<file path="src/rtl/rtc_snap_pkg.sv">
package rtc_snap_pkg;

   localparam int unsigned NUM_CLK_REGS = 8;
   localparam int unsigned OFS_W        = $clog2(NUM_CLK_REGS);

   // byte offsets inside the window; decoded by software
   localparam logic [OFS_W-1:0] OFS_CTRL = 3'd0;
   localparam logic [OFS_W-1:0] OFS_SEC  = 3'd1;
   localparam logic [OFS_W-1:0] OFS_YEAR = 3'd7;

   typedef struct packed {
      logic [7:0] year;
      logic [7:0] month;
      logic [7:0] date;
      logic [7:0] day;
      logic [7:0] hour;
      logic [7:0] min;
      logic [7:0] sec;
   } rtc_time_t;

   localparam rtc_time_t RTC_RESET = '{year: 8'h00, month: 8'h01, date: 8'h01,
                                       day: 8'h01, hour: 8'h00, min: 8'h00,
                                       sec: 8'h00};

   function automatic logic [7:0] bcd_inc(input logic [7:0] v);
      if (v[3:0] >= 4'd9) return {v[7:4] + 4'd1, 4'd0};
      return v + 8'd1;
   endfunction

   // bits that exist in each byte
   function automatic logic [7:0] byte_mask(input int unsigned ofs);
      case (ofs)
         2:       return 8'h7F;
         3:       return 8'h3F;
         4:       return 8'h47;
         5:       return 8'h3F;
         6:       return 8'h1F;
         default: return 8'hFF;
      endcase
   endfunction

   // user-only flags that a refresh leaves alone
   function automatic logic [7:0] keep_mask(input int unsigned ofs);
      case (ofs)
         1:       return 8'h80;
         4:       return 8'h40;
         default: return 8'h00;
      endcase
   endfunction

   function automatic logic [7:0] reset_byte(input int unsigned ofs);
      case (ofs)
         4, 5, 6: return 8'h01;
         default: return 8'h00;
      endcase
   endfunction

endpackage

</file>
<file path="src/rtl/rtc_month_len.sv">
module rtc_month_len
   import rtc_snap_pkg::*;
#(
   parameter bit LEAP_RULE = 1'b1
) (
   input  logic [7:0] month,
   input  logic [7:0] year,
   output logic [7:0] last_day
);

   logic feb_long;

   generate
      if (LEAP_RULE) begin : g_leap4
         // BCD year divisible by 4: tens even with ones 0/4/8, or tens odd with ones 2/6
         always_comb begin
            if (!year[4]) feb_long = (year[3:0] == 4'd0) || (year[3:0] == 4'd4) ||
                                     (year[3:0] == 4'd8);
            else          feb_long = (year[3:0] == 4'd2) || (year[3:0] == 4'd6);
         end
      end else begin : g_no_leap
         assign feb_long = 1'b0;
      end
   endgenerate

   always_comb begin
      case (month)
         8'h02:                      last_day = feb_long ? 8'h29 : 8'h28;
         8'h04, 8'h06, 8'h09, 8'h11: last_day = 8'h30;
         default:                    last_day = 8'h31;
      endcase
   end

endmodule

</file>
<file path="src/rtl/rtc_live_counter.sv">
module rtc_live_counter
   import rtc_snap_pkg::*;
#(
   parameter bit LEAP_RULE = 1'b1
) (
   input  logic      clk,
   input  logic      rst_n,
   input  logic      step,
   input  logic      load,
   input  rtc_time_t load_val,
   output rtc_time_t cur
);

   logic [7:0] last_day;
   rtc_time_t  nxt;

   rtc_month_len #(.LEAP_RULE(LEAP_RULE)) u_mlen (
      .month    (cur.month),
      .year     (cur.year),
      .last_day (last_day)
   );

   // full carry chain settles in one cycle
   always_comb begin
      nxt = cur;
      if (cur.sec < 8'h59) nxt.sec = bcd_inc(cur.sec);
      else begin
         nxt.sec = 8'h00;
         if (cur.min < 8'h59) nxt.min = bcd_inc(cur.min);
         else begin
            nxt.min = 8'h00;
            if (cur.hour < 8'h23) nxt.hour = bcd_inc(cur.hour);
            else begin
               nxt.hour = 8'h00;
               nxt.day  = (cur.day >= 8'h07) ? 8'h01 : cur.day + 8'd1;
               if (cur.date < last_day) nxt.date = bcd_inc(cur.date);
               else begin
                  nxt.date = 8'h01;
                  if (cur.month < 8'h12) nxt.month = bcd_inc(cur.month);
                  else begin
                     nxt.month = 8'h01;
                     nxt.year  = (cur.year >= 8'h99) ? 8'h00 : bcd_inc(cur.year);
                  end
               end
            end
         end
      end
   end

   always_ff @(posedge clk) begin
      if (!rst_n)    cur <= RTC_RESET;
      else if (load) cur <= load_val;
      else if (step) cur <= nxt;
   end

endmodule

</file>
<file path="src/rtl/rtc_user_regs.sv">
module rtc_user_regs
   import rtc_snap_pkg::*;
(
   input  logic             clk,
   input  logic             rst_n,
   input  logic             wr_en,
   input  logic [OFS_W-1:0] ofs,
   input  logic [7:0]       wdata,
   input  logic             refresh,
   input  rtc_time_t        live,
   output logic [7:0]       ctrl,
   output rtc_time_t        usr_raw,
   output rtc_time_t        usr_clean,
   output logic [7:0]       rd_byte
);

   logic [7:0] live_b [NUM_CLK_REGS];
   logic [7:0] reg_b  [NUM_CLK_REGS];

   assign live_b[0] = 8'h00;
   assign live_b[1] = live.sec;
   assign live_b[2] = live.min;
   assign live_b[3] = live.hour;
   assign live_b[4] = live.day;
   assign live_b[5] = live.date;
   assign live_b[6] = live.month;
   assign live_b[7] = live.year;

   generate
      for (genvar g = 0; g < NUM_CLK_REGS; g++) begin : g_byte
         localparam logic [7:0] MSK  = byte_mask(g);
         localparam logic [7:0] KEEP = keep_mask(g);
         localparam logic [7:0] RSTV = reset_byte(g);
         localparam bit         TIME = (g != 0);
         logic [7:0] q;
         always_ff @(posedge clk) begin
            if (!rst_n)                                   q <= RSTV;
            else if (wr_en && ofs == OFS_W'(g))           q <= wdata & MSK;
            else if (refresh && TIME)                     q <= (live_b[g] & MSK & ~KEEP) | (q & KEEP);
         end
         assign reg_b[g] = q;
      end
   endgenerate

   assign ctrl    = reg_b[OFS_CTRL];
   assign rd_byte = reg_b[ofs];
   assign usr_raw = '{year: reg_b[7], month: reg_b[6], date: reg_b[5], day: reg_b[4],
                      hour: reg_b[3], min: reg_b[2], sec: reg_b[1]};

   // stop and test flags never enter the counters
   always_comb begin
      usr_clean     = usr_raw;
      usr_clean.sec = usr_raw.sec & 8'h7F;
      usr_clean.day = usr_raw.day & 8'h07;
   end

endmodule

</file>
<file path="src/rtl/bcd_rtc_snap.sv">
module bcd_rtc_snap
   import rtc_snap_pkg::*;
#(
   parameter int unsigned ADDR_W    = 13,
   parameter bit          LEAP_RULE = 1'b1
) (
   input  logic              clk,
   input  logic              rst_n,
   input  logic              tick_1hz,
   input  logic              bus_sel,
   input  logic              bus_we,
   input  logic [ADDR_W-1:0] bus_addr,
   input  logic [7:0]        bus_wdata,
   output logic [7:0]        bus_rdata,
   output logic              osc_stop
);

   localparam int unsigned WIN_W = ADDR_W - OFS_W;

   generate
      if (ADDR_W <= OFS_W) begin : g_bad_addr
         $error("ADDR_W must exceed the clock window offset width");
      end
   endgenerate

   logic             in_window;
   logic [OFS_W-1:0] ofs;
   logic             wr_en;
   logic             load;
   logic             tick_q;
   logic             refresh;
   logic             step;
   logic [7:0]       ctrl_q;
   logic [7:0]       rd_byte;
   rtc_time_t        live_t;
   rtc_time_t        usr_raw;
   rtc_time_t        usr_clean;

   assign in_window = &bus_addr[ADDR_W-1:OFS_W];
   assign ofs       = bus_addr[OFS_W-1:0];
   assign wr_en     = bus_sel && bus_we && in_window;
   // set bit falling under a control write
   assign load      = wr_en && (ofs == OFS_CTRL) && ctrl_q[7] && !bus_wdata[7];
   assign osc_stop  = usr_raw.sec[7];
   assign step      = tick_1hz && !osc_stop;
   // refresh one cycle after a tick; halt bits seen as registered
   assign refresh   = tick_q && !ctrl_q[7] && !ctrl_q[6];

   always_ff @(posedge clk) begin
      if (!rst_n) tick_q <= 1'b0;
      else        tick_q <= tick_1hz;
   end

   rtc_live_counter #(.LEAP_RULE(LEAP_RULE)) u_live (
      .clk      (clk),
      .rst_n    (rst_n),
      .step     (step),
      .load     (load),
      .load_val (usr_clean),
      .cur      (live_t)
   );

   rtc_user_regs u_regs (
      .clk       (clk),
      .rst_n     (rst_n),
      .wr_en     (wr_en),
      .ofs       (ofs),
      .wdata     (bus_wdata),
      .refresh   (refresh),
      .live      (live_t),
      .ctrl      (ctrl_q),
      .usr_raw   (usr_raw),
      .usr_clean (usr_clean),
      .rd_byte   (rd_byte)
   );

   assign bus_rdata = (bus_sel && !bus_we && in_window) ? rd_byte : 8'h00;

   logic unused_win;
   assign unused_win = ^WIN_W;

endmodule

</file>
<file path="config.mk">
export PLATFORM = sky130hd
export DESIGN_NAME = bcd_rtc_snap
export DESIGN_NICKNAME = d
export VERILOG_FILES = /design/src/rtl/rtc_snap_pkg.sv /design/src/rtl/rtc_month_len.sv /design/src/rtl/rtc_live_counter.sv /design/src/rtl/rtc_user_regs.sv /design/src/rtl/bcd_rtc_snap.sv
export SDC_FILE = /design/constraint.sdc
export NUM_CORES = 1
export LEC_CHECK = 0
export ABC_AREA = 1
export BUFFER_PORTS_ARGS = -buffer_cell sky130_fd_sc_hd__buf_2
export CORE_MARGIN = 2
export CORE_UTILIZATION = 65
export CTS_BUF_LIST = sky130_fd_sc_hd__clkbuf_4 sky130_fd_sc_hd__clkbuf_8
export CTS_CLUSTER_DIAMETER = 120
export DETAILED_ROUTE_END_ITERATION = 16
export PLACE_DENSITY = 0.85
export SLEW_MARGIN = 20
export SYNTH_ARGS = -nofsm -noshare
export SYNTH_HDL_FRONTEND = slang
export SYNTH_SLANG_ARGS = --single-unit
export TNS_END_PERCENT = 20
</file>
<file path="constraint.sdc">
create_clock -name clk -period 5.3 [get_ports clk]
set_clock_uncertainty 0.1 [all_clocks]
set_input_delay 0.265 -clock clk [delete_from_list [all_inputs] [get_ports clk]]
set_output_delay 0.265 -clock clk [all_outputs]
set_load 0.01 [all_outputs]
</file>
* Word level (Yosys, flattened, before mapping) *
Index checks and enable logic that the tools add are counted.
Widths: inputs -> output; s select.

cells by class
  add/subtract/negate cells = 13
  $lt $le $gt $ge = 14
  eq/ne operators = 21
  mux-type cells = 73
  bitwise logic cells = 7
  reduce and logical (&&, ||, !) cells = 45

operators with widths
  operator             count
  $mux 8               27
  $mux 56              2
  $add 8x1->8 const B  7
  $mux 48              1
  $mux 40              1
  $mux 32              1
  $ge 4x4->1 const B   7
  $mux 1               28
  $mux 7               4
  $add 4x1->4 const B  6
  $bmux 8 s3           1
  $mux 6               4
  $logic_and 1x1->1    17
  $eq 8x3->1 const B   2
  $lt 8x7->1 const B   2
  $mux 16              1
  $reduce_bool 2->1    8
  $eq 3x3->1 const B   4
  $mux 5               2
  $ne 2x2->1 const B   5
  $pmux 5 s2           1
  $reduce_and 10->1    1
  $eq 4x3->1 const B   2
  $eq 8x2->1 const B   1
  26 further kinds     38

word-level totals
  register bits = 112
  input bits = 26
  output and inout bits = 9
  word-level logic and storage cells = 192

* Logic depth before layout (Yosys ltp) *
Gate-level depths: netlist of the first run.

  word-level depth = 20
  gate-level depth with buffers = 19
  mapped depth without buffers = 19

* Cells and area by module *
From an unflattened synthesis of the first run, not the netlist that was laid out.

unflattened totals
  cell total of the unflattened synthesis = 1238
  area total of the unflattened synthesis = 7777.5 µm²

modules (own cells, without submodules)
  module            instances  cells each  area an instance (µm²)  sequential area each (µm²)
  rtc_live_counter  1          599         3930.0                  1121.1
  rtc_user_regs     1          561         3434.5                  1041.0
  bcd_rtc_snap      1          40          207.7                   20.0
  rtc_month_len     1          38          205.2                   0.0

* Least setup slack after synthesis of the first run *
No wires, ideal clock.

  path kind = register -> register
  start point = reg u_live.cur[40] in the netlist's numbering
  end point = reg u_live.cur[44] in the netlist's numbering
  setup time = 113 ps
  arrival time = 1914 ps
  required time = 5087 ps
  slack = 3172 ps
  stages on the path, launching flop included = 19
  buffers on the path = 0
  period minus slack after synthesis = 2128 ps
  path through = dfxtp_1 inv_1 ha_1 inv_1 nand2_1 nand2_1 nand2_1 nand2_1 nand2_1 nor2_1 ha_1 nand2_1 inv_1 nand2_1 nand3_2 nand2_2 inv_1 nor2_1 nor2_1

on the way
  longest elaborated chain between the ends = 15
  elaborated cells on any way between the ends = 27
  classes of those cells = 1 x add/sub; 3 x order compare; 6 x eq/ne; 15 x mux; 2 x reduce/logical

ends and longest elaborated chain
  element                 RTL line                RTL
  from (decl)             rtc_live_counter.sv:11  output rtc_time_t cur
  from (signal assigned)  rtc_live_counter.sv:52  else if (load) cur <= load_val;
  from (signal assigned)  rtc_live_counter.sv:53  else if (step) cur <= nxt;
  $ge 4x4->1              rtc_snap_pkg.sv:26      if (v[3:0] >= 4'd9) return {v[7:4] + 4'd1, 4'd0};
  $mux 1                  rtc_snap_pkg.sv:26
  $mux 1                  rtc_live_counter.sv:39  if (cur.month < 8'h12) nxt.month = bcd_inc(cur.month);
  $mux 1                  rtc_live_counter.sv:36  if (cur.date < last_day) nxt.date = bcd_inc(cur.date);
  $mux 1                  rtc_live_counter.sv:32  if (cur.hour < 8'h23) nxt.hour = bcd_inc(cur.hour);
  $mux 1                  rtc_live_counter.sv:29  if (cur.min < 8'h59) nxt.min = bcd_inc(cur.min);
  $mux 1                  rtc_live_counter.sv:26  if (cur.sec < 8'h59) nxt.sec = bcd_inc(cur.sec);
  $mux 8                  rtc_snap_pkg.sv:27      return v + 8'd1;
  $mux 8                  rtc_live_counter.sv:39
  $mux 16                 rtc_live_counter.sv:36
  $mux 32                 rtc_live_counter.sv:32
  $mux 40                 rtc_live_counter.sv:29
  $mux 48                 rtc_live_counter.sv:26
  $mux 56                 rtc_live_counter.sv:53
  $mux 56                 rtc_live_counter.sv:52

Parallel ways exist; a longest one is shown, timed or not. The select of a mux whose other input is x is not followed.
A chain may end at the register's enable or synchronous reset.

* Worst setup path in the final report of the first run *
  start point = reg u_regs.g_byte[0].q[7] (netlist: u_regs.ctrl[7])
  end point = reg u_regs.g_byte[2].q[1]

on the way
  longest elaborated chain between the ends = 4

ends and longest elaborated chain
  element                         RTL line             RTL
  from (decl)                     rtc_user_regs.sv:35  logic [7:0] q;
  from (signal assigned)          rtc_user_regs.sv:38  else if (wr_en && ofs == OFS_W'(g)) q <= wdata & MSK;
  from (signal assigned)          rtc_user_regs.sv:39  else if (refresh && TIME) q <= (live_b[g] & MSK & ~KEEP) | (q & KEEP);
  $logic_not 1->1                 bcd_rtc_snap.sv:47   assign refresh = tick_q && !ctrl_q[7] && !ctrl_q[6];
  $logic_and 1x1->1 (2 in a row)  bcd_rtc_snap.sv:47
  $reduce_bool 2->1 (no line)     --
  to (signal assigned)            rtc_user_regs.sv:38
  to (signal assigned)            rtc_user_regs.sv:39
  to (decl)                       rtc_user_regs.sv:35

Every way passes these cells.

==> results of run 1 <==
## how the worst min path moves through the flow
stage	end	slack, ps	cells past startpoint
2_1_floorplan	tick_q	260	2
3_3_place_gp	u_live.cur[23]	330	2
3_5_place_dp	u_live.cur[23]	330	2
4_1_cts	u_regs.ctrl[7]	10	3
5_1_grt	u_regs.g_byte[6].q[0]	30	3
6_report	u_regs.ctrl[7]	20	3
## what timing repair did
item                      CTS  global route
hold buffers                1             0
hold endpoints to repair    1             0
resized for setup           0             0
## flip-flops by register name (all words and copies together), names as in the netlist
signal / count
u_live.cur: 56
u_regs.ctrl: 8
tick_q: 1
u_regs.g_byte.q: 44
## cell usage after synthesis, types with 5 or more instances
cell	count
nand2_1	207
inv_1	146
o21ai_0	119
dfxtp_1	109
a21oi_1	85
nor2_1	83
nand3_1	41
ha_1	37
clkbuf_1	19
nor3_1	17
nand4_1	14
a31oi_1	13
xor2_1	11
buf_2	9
o2111ai_1	9
o22ai_1	7
a221oi_1	6
o211ai_1	6
a22oi_1	5
nand2_2	5
o221ai_1	5
## logic make-up after synthesis
family                   share of synthesized area, %
AO/OA/AOI/OAI                                    22.0
XOR/XNOR                                         1.82
adder cells (fa/ha/maj)                          6.87
buffers and inverters                            11.2
flip-flops                                       32.4
AND/OR/NAND/NOR                                  25.8
## power groups by stage
stage / registers, uW / clock network, uW / logic, uW
2_1_floorplan: 843 / 0 / 62.8
3_3_place_gp: 844 / 0 / 92.4
3_5_place_dp: 843 / 0 / 93.0
4_1_cts: 825 / 631 / 93.9
5_1_grt: 825 / 657 / 105
6_report: 825 / 625 / 97.4
## area by class of cell
type	instances	area (sq um)	area share [%]
multi-input cells	701	3810	52.9
flip-flops and latches	109	2180	30.4
inverters	155	588	8.18
repair buffers	37	195	2.71
well taps	136	170	2.37
clock buffers	10	138	1.91
clock inverters	6	110	1.53
## metal layers
| metal | vias up | global-route usage (%) | wire, microns |
|---|---|---|---|
| met5 | - | 0 | 0 |
| met4 | 0 | 11.7 | 499 |
| met3 | 35 | 7.79 | 1800 |
| met2 | 298 | 56.1 | 8810 |
| met1 | 3127 | 44.6 | 7750 |
| li1 | 3326 | - | - |
## worst min-delay path, cell delays in order
cell	delay (ps)
buf_2	100
nand2_1	50
a21oi_1	50
## stage by stage
step                      power (uW)  util [%]  instances  area, sq um
after floorplan                  905         -        999         6740
after global placement           936      68.1       1137         6930
after detailed placement         937      68.1       1137         6930
after CTS                       1550      70.6       1154         7190
after global routing            1590      70.6       1154         7190
final                           1550      70.6       1154         7190
## placed cells by master (no fill, tap or decap), types with 4 or more instances in the layout
| cell type | Yosys | routed |
|---|---|---|
| xor2_1 | 11 | 11 |
| o22ai_1 | 7 | 7 |
| nand3_4 | 4 | 4 |
| inv_1 | 146 | 145 |
| o221ai_1 | 5 | 5 |
| o21ai_0 | 119 | 119 |
| nor3_1 | 17 | 17 |
| buf_2 | 9 | 34 |
| clkbuf_8 | 0 | 10 |
| nor2_4 | 4 | 4 |
| ha_1 | 37 | 37 |
| inv_2 | 4 | 4 |
| nand2_2 | 5 | 5 |
| dfxtp_1 | 109 | 109 |
| a22oi_1 | 5 | 5 |
| nor2_1 | 83 | 83 |
| o211ai_1 | 6 | 6 |
| nand2_1 | 207 | 207 |
| a31oi_1 | 13 | 13 |
| o2111ai_1 | 9 | 9 |
| a221oi_1 | 6 | 6 |
| nand3_1 | 41 | 41 |
| a21oi_1 | 85 | 85 |
| nand4_1 | 14 | 14 |
==> metrics, run 1 <==
yosys warns=0; Routed WL=18.9 mm; die width=106 microns; Final WS setup=2680 ps; WP depth=8; slowest CP cell=nand3_1; Clock transition at path regs=between 100 and 150 ps; routability congestion estimate=0.914; Critical Path Sink=u_regs.g_byte[2].q[1]; Critical Path AT=roughly 2900 ps; cell family with most CP delay=simple AND/OR/NAND/NOR gates; Yosys top cell by area=dfxtp_1; initial antenna violation count=0; WHS=just over 20 ps; EDFF count, synth=0; Tmin final=2620 ps; Avg Cell Area, Syn=6.75 sq um; Cell Rows=37; Overall Global Routing Usage=34.3%; CTS root buf=clkbuf_8; RSZ-0062 raised after global routing=no; post-layout net count=~1100; largest net degree at the start of global routing=between 70 and 80; Synth async-reset ratio=0%; hold_sp=bus_wdata[7]; logic gate share of total power=approximately 6.3%; mapped cell area=about 0.0067 sq mm; hold crit path type=input port to flip-flop; synthesis-stage register bit count=109; remaining global-route overflow=0; net switching power=around 370 uW; r2r worst-path depth=8; # setup viols final=0; CTS H-Tree Depth=3; Most used DFF post-synth=dfxtp_1; Starting Density=66.2%; number of max-cap violations=0; CTS tree=built; 1st-iter DRT viols=650; die area=between 0.01 and 0.015 sq mm; vias in the first global route=between 6000 and 7000; CP required=roughly 5500 ps; power share of the clock group=40.4%; Worst Path Max Fanout=58; Die H=106 microns; Synth area leaders=dfxtp_1, nand2_1, o21ai_0, inv_1, ha_1; clk buf depth=2; post-DR vias/cell=between 5 and 6; DRT Pass-1 Iters=6; Syn Inst Count=999; delay of the slowest critical-path stage=700 ps; status=finished clean; dpl ws=around 2800 ps; CP startpoint=u_regs.ctrl[7]; PwrDens=215 mW/mm^2; crit end category=flip-flop; Unique masters post-synth=44; Least-Margin Pin Slew=between 1000 and 1500 ps; # clock sinks=between 100 and 150; core region area=0.0102 sq mm; internal power=approximately 1200 uW; reg2reg setup slack=2680 ps; Critical R2R Capture=u_regs.g_byte[2].q[1]; Slew Limit Fails=0; Final Hold Viols=0; CP startpoint kind=flip-flop; Post-Syn Nets=roughly 1100; Final Cycle Share=49.4%; first-pass GRT wire length=30.3 mm; Post-DRT Antenna Nets=0; Ports=35; Slew headroom=29.4%; routed len/inst=16.3 microns; crit path cell chain=inv_1 -> nand3_1 -> inv_1 -> buf_4 -> nand2_1 -> o21ai_0 -> o21ai_0 -> a21oi_1; clock buffer count from CTS=9; f_max=0.382 GHz; share of cells above drive strength 1=8.06%; DP HPWL=13.3 mm; Worst-Skew Late Latency=390 ps; DRC viols=0; Pleak=0.00316 uW; DR vias=6786; sequential fraction of the synthesis area=32.4%; Synth-to-Final Area Change=6.64%; worst path bufs/invs=3; VDD IR max=approximately 0.25 mV; # Post-CTS Setup Buffers=0; sw frac=24.2%; Seq pwr share=53.3%; Fill cells=890; # diodes=0; reg2reg start=u_regs.ctrl[7]; setup_tns=0 ps; I/O Buffers=34; share of the synthesized area in the top cell type=between 30 and 40%; Worst Path Class, Setup=flip-flop to flip-flop
Note: power is estimated with default switching activity, not from simulation.
==> run 2, diff against run 1 <==
- ABC_AREA: 1 -> 0
- CORE_UTILIZATION: 65 -> 64
- PLACE_DENSITY: 0.85 -> 0.84
- clock period: 5.3 -> 2.74 ns (I/O delays scaled with it)
==> metrics, run 2 <==
share of the synthesized area in the top cell type=34.0% (+1.6 points); mapped cell area=0.00642 sq mm (-4.8%); DR vias=6486 (-4.4%); r2r worst-path depth=11 (+3); number of max-cap violations=0 (unchanged); EDFF count, synth=0 (unchanged); post-layout net count=895 (-17%); hold path cells=3 (unchanged); Slew Limit Fails=0 (unchanged); dpl ws=-308 ps (-3150 ps); Post-Syn Nets=825 (-22%); CP required=2930 ps (-2600 ps); setup_tns=-3950 ps (-3950 ps); largest net degree at the start of global routing=40 (-47%); WHS=32.1 ps (+11.4 ps); core region area=0.00977 sq mm (-4.0%); largest reg by FF count=u_live.cur; f_max=0.332 GHz (-13%); top-count cell post-synth=dfxtp_1; CTS root buf=clkbuf_8; Pleak=0.00300 uW (-5.2%); failing checks=negative setup slack; vias in the first global route=6347 (+3.7%); commonest non-fill, non-tap cell in the layout=dfxtp_1; Worst Path Max Fanout=7 (-88%); Critical Path AT=3200 ps (+350 ps); Synth top cells by count=dfxtp_1, nor2_1, mux2i_1, a211oi_1, nand2_1; routed len/inst=21.0 microns (+28%); Final WS setup=-268 ps (-2950 ps); Most used DFF post-synth=dfxtp_1; DP HPWL=13.3 mm (about the same); max reg flops=56 (unchanged); post-DR vias/cell=6.69 (+14%); Synth-to-Final Area Change=18.5%; # clock sinks=109 (unchanged); Avg Cell Area, Syn=8.42 sq um (+25%); Post-DRT Antenna Nets=0 (unchanged); die area=0.0108 sq mm (-3.2%); Routed WL=20.4 mm (+8.0%); Least-Margin Pin Slew=802 ps (-251 ps); VDD IR max=0.590 mV (+140%); DRT Pass-1 Iters=5 (-1); clock buffer count from CTS=9 (unchanged); Worst Path Class, Setup=flip-flop to flip-flop; Cell Rows=36 (-2.7%); Die H=104 microns (-1.6%); Yosys top cell by area=dfxtp_1; # setup viols final=23 (+23); Syn Inst Count=762 (-24%); Ports=35 (unchanged); Final Core Density=77.8% (+7.2 points); share of cells above drive strength 1=20.9% (+13 points); Synth async-reset ratio=0% (unchanged); synthesis-stage register bit count=109 (unchanged); first-pass GRT wire length=31.9 mm (+5.3%); status=complete, but fails checks; 1st-iter DRT viols=513 (-21%); die width=104 microns (-1.6%); Final Hold Viols=0 (unchanged); routability congestion estimate=0.964 (+5.5%); Starting Density=65.7% (-0.52 points); sequential fraction of the synthesis area=34.0% (+1.6 points); RSZ-0062 raised after global routing=yes; CTS H-Tree Depth=3 (unchanged); Overall Global Routing Usage=37.1% (+2.8 points); remaining global-route overflow=0 (unchanged); hold crit path type=input port to flip-flop; I/O Buffers=34 (unchanged); initial antenna violation count=0 (unchanged); yosys warns=0 (unchanged); Unique masters post-synth=68 (+55%); CP startpoint kind=flip-flop; Final Cycle Share=110% (+60 points); CTS tree=built; Worst-Skew Late Latency=400 ps (about the same); crit end category=flip-flop; Clock transition at path regs=100 ps (about the same); Slew headroom=46.0% (+17 points); DRC viols=0 (unchanged); PwrDens=380 mW/mm^2 (+77%); clk buf depth=2 (unchanged); most frequent cells in the layout=dfxtp_1, nor2_1, buf_4, mux2i_1; Synth area leaders=dfxtp_1, mux2i_1, ha_1, a211oi_1, nor2_1; Tmin final=3010 ps (+392 ps); # diodes=0 (unchanged)
[run 2: cell types whose count changed in the layout (fill, tap and decap cells not counted), moves of 44 or more]
cell and delta:
a21oi_1 -46, nand2_1 -160, inv_1 -124, a211oi_1 +44
mux2i_1 +53, o21ai_0 -81, buf_4 +66
[run 2: repair_timing]
| item | in CTS | in global routing |
|---|---|---|
| resized for setup | 31 | 16 |
| endpoints found under the setup margin | 23 | 27 |
| pin swaps | 14 | 22 |
| setup buffers | 19 | 3 |
| hold buffers | 3 | 0 |
| hold endpoints to repair | 5 | 0 |
[run 2: final cells by class]
cell class	count	area, sq um
Sequential cell	109	2190
Clock inverter	6	96.3
Multi-Input combinational cell	576	4150
Inverter	28	113
Clock buffer	10	131
Fill cell	678	2170
Timing Repair Buffer	108	762
Tap cell	133	166
[run 2: final timing paths]
path                  startpoint  slack [ps]                     to
hold reg to reg   u_live.cur[23]         380         u_live.cur[23]
setup reg to reg  u_live.cur[41]        -270         u_live.cur[42]
hold / removal      bus_wdata[5]          30  u_regs.g_byte[2].q[5]
setup / recovery  u_live.cur[41]        -270         u_live.cur[42]
[run 2: layer usage]
layer	GRT usage, %	vias up	part of all wire [%]
met5	0	-	0
met4	23.0	0	6.1
met3	8.90	107	8.6
met2	61.2	365	48
met1	43.5	3038	38
li1	-	2976	-
[run 2: logic make-up (layout without fill, tap and decap cells)]
group | Yosys count | after routing | share of synthesized area [%]
compound gates | 194 | 194 | 20.1
fa+ha+maj | 37 | 37 | 7.21
flops | 109 | 109 | 34.0
simple gates | 274 | 274 | 21.1
mux | 67 | 67 | 12.3
buf+inv | 77 | 152 | 4.72
xor+xnor | 4 | 4 | 0.546
[run 2: stage by stage]
stage               cells  power (uW)  cell area (sq um)
floorplan             762        1740               6450
global placement      930        1810               6990
detailed placement    930        1810               6990
CTS                   968        2890               7500
global route          970        2970               7610
finish                970        2890               7610
[run 2: where the power goes]
group          switching, uW  leakage (uW)  total [uW]  internal (uW)
Sequential              6.94      0.000880        1590           1590
Combinational            121       0.00201         187           66.1
Clock                    577      0.000112        1110            534
[run 2: critical path: stages, from the launching register on]
cell	delay, ps
dfxtp_4	380
inv_4	80
ha_4	150
nand3b_1	140
a211oi_4	330
nor3_2	60
ha_2	320
o211ai_1	170
a32oi_4	310
nand2_4	120
or4_1	510
a32o_1	220
